## src/rtl/edf_pkg.sv

```systemverilog
`timescale 1ns/1ps
package edf_pkg;
   localparam logic [1:0] EDGE_NONE = 2'b00;
   localparam logic [1:0] EDGE_RISE = 2'b01;
   localparam logic [1:0] EDGE_FALL = 2'b10;
   localparam logic [1:0] EDGE_BOTH = 2'b11;

   function automatic logic edge_wanted(input logic [1:0] sel,
                                        input logic       rise,
                                        input logic       fall);
      return (rise & sel[0]) | (fall & sel[1]);
   endfunction
endpackage

```

## src/rtl/edf_sync.sv

```systemverilog
`timescale 1ns/1ps
module edf_sync #(
   parameter int STAGES = 2
) (
   input  logic clk,
   input  logic rst_n,
   input  logic din,
   output logic dout
);
   if (STAGES < 2) begin : g_bad_stages
      $error("edf_sync: STAGES must be at least 2");
   end

   logic [STAGES-1:0] chain_q;

   always_ff @(posedge clk or negedge rst_n) begin
      if (!rst_n) chain_q <= '0;
      else        chain_q <= {chain_q[STAGES-2:0], din};
   end

   assign dout = chain_q[STAGES-1];
endmodule

```

## src/rtl/edf_filter.sv

```systemverilog
`timescale 1ns/1ps
module edf_filter #(
   parameter int AGREE = 2
) (
   input  logic clk,
   input  logic rst_n,
   input  logic sync_lvl,
   input  logic tick,
   output logic lvl
);
   if (AGREE < 2) begin : g_bad_agree
      $error("edf_filter: AGREE must be at least 2");
   end

   logic [AGREE-1:0] hist_q;
   logic [AGREE-1:0] hist_nx;
   logic             lvl_q;
   logic             all_hi;
   logic             all_lo;

   assign hist_nx = {hist_q[AGREE-2:0], sync_lvl};

   if (AGREE == 2) begin : g_pair
      assign all_hi = hist_q[0] & sync_lvl;
      assign all_lo = ~(hist_q[0] | sync_lvl);
   end else begin : g_wide
      assign all_hi = &hist_nx;
      assign all_lo = ~|hist_nx;
   end

   always_ff @(posedge clk or negedge rst_n) begin
      if (!rst_n) begin
         hist_q <= '0;
         lvl_q  <= 1'b0;
      end else if (tick) begin
         hist_q <= hist_nx;
         if (all_hi)      lvl_q <= 1'b1;
         else if (all_lo) lvl_q <= 1'b0;
      end
   end

   assign lvl = lvl_q;

   // no tick, no change of filtered level
   p_hold_without_tick_r1: assert property (@(posedge clk) disable iff (!rst_n)
      !tick |=> $stable(lvl_q));
   // a new level must match the synchronized input sampled at that edge
   p_new_level_agrees_r2: assert property (@(posedge clk) disable iff (!rst_n)
      (lvl_q != $past(lvl_q)) |-> ($past(sync_lvl) == lvl_q));
endmodule

```

## src/rtl/edf_edge.sv

```systemverilog
`timescale 1ns/1ps
module edf_edge
   import edf_pkg::*;
(
   input  logic       clk,
   input  logic       rst_n,
   input  logic       lvl,
   input  logic       run_en,
   input  logic [1:0] edge_sel,
   output logic       stb
);
   logic armed_q;
   logic prev_q;
   logic stb_q;
   logic rise;
   logic fall;

   assign rise = lvl & ~prev_q;
   assign fall = ~lvl & prev_q;

   always_ff @(posedge clk or negedge rst_n) begin
      if (!rst_n) begin
         armed_q <= 1'b0;
         prev_q  <= 1'b0;
         stb_q   <= 1'b0;
      end else begin
         if (run_en) armed_q <= 1'b1;
         if (run_en | armed_q) prev_q <= lvl;
         stb_q <= run_en & edge_wanted(edge_sel, rise, fall);
      end
   end

   assign stb = stb_q;

   // strobe is a single cycle
   p_single_cycle_r4: assert property (@(posedge clk) disable iff (!rst_n)
      stb_q |=> !stb_q);
   // stopped block gives no strobe
   p_quiet_when_stopped_r5: assert property (@(posedge clk) disable iff (!rst_n)
      !run_en |=> !stb_q);
   // rising-only strobe leaves history high, falling-only leaves it low
   p_rise_only_r3: assert property (@(posedge clk) disable iff (!rst_n)
      (stb_q && $past(edge_sel) == EDGE_RISE) |-> prev_q);
   p_fall_only_r3: assert property (@(posedge clk) disable iff (!rst_n)
      (stb_q && $past(edge_sel) == EDGE_FALL) |-> !prev_q);
endmodule

```

## src/rtl/pin_edge_filter.sv

```systemverilog
`timescale 1ns/1ps
module pin_edge_filter #(
   parameter int SYNC_STAGES   = 2,
   parameter int AGREE_SAMPLES = 2
) (
   input  logic       clk,
   input  logic       rst_n,
   input  logic       pin_async,
   input  logic       smp_tick_a,
   input  logic       smp_tick_b,
   input  logic       tick_sel,
   input  logic       run_en,
   input  logic [1:0] edge_sel,
   output logic       edge_stb
);
   logic pin_sync;
   logic tick;
   logic lvl_filt;

   edf_sync #(.STAGES(SYNC_STAGES)) u_sync (
      .clk   (clk),
      .rst_n (rst_n),
      .din   (pin_async),
      .dout  (pin_sync)
   );

   assign tick = tick_sel ? smp_tick_b : smp_tick_a;

   edf_filter #(.AGREE(AGREE_SAMPLES)) u_filter (
      .clk      (clk),
      .rst_n    (rst_n),
      .sync_lvl (pin_sync),
      .tick     (tick),
      .lvl      (lvl_filt)
   );

   edf_edge u_edge (
      .clk      (clk),
      .rst_n    (rst_n),
      .lvl      (lvl_filt),
      .run_en   (run_en),
      .edge_sel (edge_sel),
      .stb      (edge_stb)
   );
endmodule

```

## config.mk

```make
export PLATFORM = sky130hd
export DESIGN_NAME = pin_edge_filter
export DESIGN_NICKNAME = d
export VERILOG_FILES = /design/src/rtl/edf_pkg.sv /design/src/rtl/edf_sync.sv /design/src/rtl/edf_filter.sv /design/src/rtl/edf_edge.sv /design/src/rtl/pin_edge_filter.sv
export SDC_FILE = /design/constraint.sdc
export NUM_CORES = 1
export LEC_CHECK = 0
export ABC_AREA = 1
export ABC_CLOCK_PERIOD_IN_PS = 1000
export BUFFER_PORTS_ARGS = -buffer_cell sky130_fd_sc_hd__buf_4
export CORE_AREA = 2 2 39 41
export DETAILED_ROUTE_END_ITERATION = 8
export DIE_AREA = 0 0 41 43
export PLACE_DENSITY = 0.48
export SETUP_SLACK_MARGIN = 0.15
export SLEW_MARGIN = 20
export SYNTH_ARGS = -nofsm -noshare
export SYNTH_HDL_FRONTEND = slang
export SYNTH_HIERARCHICAL = 1
export SYNTH_SLANG_ARGS = --single-unit
```

## constraint.sdc

```tcl
create_clock -name clk -period 1 [get_ports clk]
set_input_delay 0 -clock clk [delete_from_list [all_inputs] [get_ports clk]]
set_output_delay 0 -clock clk [all_outputs]
set_load 0.05 [all_outputs]
```

After elaboration in Yosys (flattened, before gate mapping)
Index checks and enable logic that the tools add are counted.

cells by class
  eq/ne operators = 1
  multiplexer cells = 3
  bitwise gates (word level) = 11
  reduce and logical (&&, ||, !) cells = 1

operators with widths
  kind                                                                      count
  1-bit AND                                                                 6
  1-bit two-way mux                                                         3
  1-bit bitwise OR                                                          3
  2-bit by 1-bit inequality test with 1-bit output (second input constant)  1
  1-bit NOT                                                                 2
  2-bit AND reduction                                                       1

word-level totals
  bits in registers = 7
  input bits = 9
  output and inout bits = 1

Logic depth before layout (Yosys ltp)
  word-level depth = 5
  depth in mapped cells = 6
  mapped depth without buffers = 6

Cells and area by module
The synthesis kept the hierarchy.

modules (own cells, without submodules)
  module           instances  cells an instance  area each (um^2)  sequential area each (um^2)
  edf_edge         1          14                 121.4             75.1
  edf_filter       1          11                 95.1              50.0
  edf_sync         1          2                  50.0              50.0
  pin_edge_filter  1          4                  15.0              0.0

Worst setup path after synthesis
Ideal clock, no wire load.

  path type = register -> register
  start point = reg u_sync.chain_q[1]
  end point = reg u_filter.lvl_q (netlist: u_filter/lvl)
  setup time = 116 ps
  arrival = 819 ps
  data required time = 884 ps
  path slack = 64 ps
  stages on the path, launching flop included = 6
  buffers on the path = 0
  clock period less this slack = 936 ps
  cells stage by stage = dfrtp_1 > ha_1 > inv_1 > nand2_1 > nand2_1 > nand2_1

between the ends
  word-level cells in the longest chain between the ends = 3
  elaborated cells on any way between the ends = 5
  classes of those cells = 1 x eq/ne; 1 x mux; 2 x bitwise; 1 x reduce/logical

RTL lines
  item                                                        RTL line                            text
  start, declared                                             edf_sync.sv:14                      logic [STAGES-1:0] chain_q;
  start signal, assigned                                      edf_sync.sv:18                      else chain_q <= {chain_q[STAGES-2:0], din};
  1-bit bitwise OR / 1-bit AND (equally long branches)        edf_filter.sv:25, edf_filter.sv:24
  2-bit by 1-bit inequality test with 1-bit output (no line)  n/a
  2-bit AND reduction (no line)                               n/a
  end signal, assigned                                        edf_filter.sv:34                    lvl_q <= 1'b0;
  end signal, assigned                                        edf_filter.sv:37                    if (all_hi) lvl_q <= 1'b1;
  end signal, assigned                                        edf_filter.sv:38                    else if (all_lo) lvl_q <= 1'b0;
  end, declared                                               edf_filter.sv:17                    logic lvl_q;

Parallel ways exist; a longest one is shown, timed or not.
A chain may end at the register's enable or synchronous reset.

Worst setup path after layout
Ends and elaborated chain as after synthesis.

==> impl_results.md <==
* WL per Instance at 6.810 um
* Synthesized area per cell at 9.081 um^2
* Final ANT Viol Nets at 0
* Peak VDD IR at 0.6580 mV
* CP max FO at 2
* Non-Filler Instances at 63
* Dpl hpwl at about 350 um
* Seq cells post-synth at 7
* Initial core utilization at 0.2034
* DR vias/cell at around 3.8
* Pwr Density at 1661 nW/um^2
* Slew @ Worst Pin at 0.1382 ns
* Unique masters post-synth at 9
* Synth Warn # at 6
* Vias in the first global route at 222
* CTS root buffer: clkbuf_4
* Cell taking the most area after synthesis: dfrtp_1
* Clk buf depth at 2
* Hold Path Class: in -> reg
* Fin nets at 58
* Clock latency on the worst-skew pair at roughly 0.24 ns
* Fmax achieved at slightly above 1 GHz
* Setup CP Type: reg -> reg
* Sink Count at 7
* Core Box Area at 1384 um^2
* MaxCap Viol Count at 0
* Post-CTS setup buffer count at 0
* CTS Buf Count at 3
* Hold WS at 0.01147 ns
* Clock skew at 0.004544 ns
* Register area share after synthesis at 0.6222
* Relative slew margins at 0.9069
* Grt total ovfl at 0
* Fin util at 0.3074
* Placer Congestion at between 0.6 and 0.7
* Final instance area at 425.4 um^2
* Minimum clock period at 0.9693 ns
* Via total after detailed routing at 239
* Die Area at 1763 um^2
* H-Tree Depth at 1
* Synth Net Count at 41
* CTS tree: done
* Core Rows at 14
* Proportion of layout cells with a drive suffix above 1 at 0.2979
* Tot Pwr at 706.8 uW
* Area Growth Syn to Fin at 51.11%
* Die Wd at 41 um
* First-pass iteration count of the detailed router at 1
* Post-Syn Instances at 31
* # IOs at 10
* First-pass GRT wire length at 779 um
* Placed cell area at 369.1 um^2
* Top-area cell type share of the netlist area at 0.6222
* Port Buf Inserts at 9
* Worst Path Required at 1.14 ns
* Setup Viol. Count Final at 0
* Antenna fix cells at 0
* WL final at 429 um
* Leakage at 0.2213 nW
* Status: completed
* RSZ-0062 raised after global routing: true
* Post-Place Cells at 56
* Max-slew violations at 0
* Worst endpoint data arrival time at 1.10 ns
* Drc violations at 0
* Initial drt markers at 0
* Final Hold Viols at 0
* Mapped Area at around 280 um^2
* Initial antenna violation count at 0
* Largest net degree at the start of global routing at 8
* Top cells by area, synth: dfrtp_1 (62%), nand2_1 (15%), inv_1 (8.0%)
* Total track usage at 0.07302
* Die Height at around 43 um
* Startpoint type of the worst setup path: register
* Crit end category: register
* Period Utilization, post-route at 0.9693
* Worst-path clk slew at 0.05 ns
timing repair:
item                                    in CTS  in global routing
endpoints found under the setup margin       1                  1
cloned                                       0                  0
hold buffers                                 3                  0
hold endpoints to repair                    10                  0
pin swaps                                    1                  0
resized for setup                            0                  1
power breakdown:
group / total, mW / internal (mW) / switching (mW) / leakage, nW
logic: 0.131 / 0.0592 / 0.0717 / 0.122
clock network: 0.244 / 0.152 / 0.0929 / 0.0150
registers: 0.332 / 0.316 / 0.0160 / 0.0844
flip-flops by register name (all words and copies together), names as in the netlist:
register         flops
u_filter/hist_q      1
u_sync/chain_q       2
u_filter/lvl         1
u_edge/armed_q       1
u_edge/stb           1
u_edge/prev_q        1
cell usage after synthesis:
cell     instances
a21oi_1          1
dfrtp_1          7
ha_1             1
inv_1            6
nand2_1         11
nand3_1          1
nor2_1           1
nor2_2           1
o21ai_0          2
area by class of cell:
class                   instances  area [um^2]
fillers                       160        958.4
flip-flops and latches          7        175.2
repair buffers                 12        97.59
multi-input cells              18        83.83
clock buffers                   4        26.28
inverters                       6        22.52
well taps                      16        20.02
worst max-delay path, cell delays in order, from the launching register on:
cell,delay (ns)
dfrtp_1,0.37
ha_1,0.30
inv_2,0.05
nand2_1,0.04
nand2_1,0.05
nand2_1,0.05
per-stage QoR:
stage	setup slack, ns	setup TNS, ns
6_report	0.03069	0
4_1_cts	0.01192	0
2_1_floorplan	0.06422	0
3_5_place_dp	0.01609	0
3_3_place_gp	0.02860	0
5_1_grt	-0.04161	-0.04161
cells in the final DEF, fill, tap and decap left out:
cell           count
o21ai_0            2
ha_1               1
buf_4              9
inv_1              5
dfrtp_1            7
nor2_2             1
a21oi_1            1
dlygate4sd3_1      3
nor2_1             1
inv_2              1
clkbuf_1           1
nand2_1           11
nand3_1            1
clkbuf_4           3
logic make-up (layout without fill, tap and decap cells):
group                    after synthesis  in the layout  share of synthesized area
AO/OA/AOI/OAI                          3              3                    0.05332
buffers and inverters                  6             22                    0.07999
adder cells (fa/ha/maj)                1              1                    0.04444
flip-flops                             7              7                     0.6222
AND/OR/NAND/NOR                       14             14                     0.2000
path summary, 6_finish.rpt:
check	startpoint	end	slack, ns	cells after the start
worst min-delay path	edge_sel[0]	u_edge/stb	0.01	3
worst min register to register	u_sync/chain_q[0]	u_sync/chain_q[1]	0.34	0
worst max register to register	u_sync/chain_q[1]	u_filter/lvl	0.03	5
min in group asynchronous	rst_n	u_filter/lvl	0.10	2
max in group asynchronous	rst_n	u_edge/armed_q	0.78	2
worst max-delay path	u_sync/chain_q[1]	u_filter/lvl	0.03	5
routing by layer:
metal | part of all wire | routed length, um | global-route usage | vias to the layer above
met5 | 0 | 0 | 0 | -
met3 | 0.098 | 42 | 0.04712 | 2
li1 | - | - | - | 126
met2 | 0.42 | 180 | 0.08750 | 7
met1 | 0.47 | 202 | 0.07641 | 104
met4 | 0.0093 | 4 | 0.08000 | 0
(Power assumes the default switching activity.)
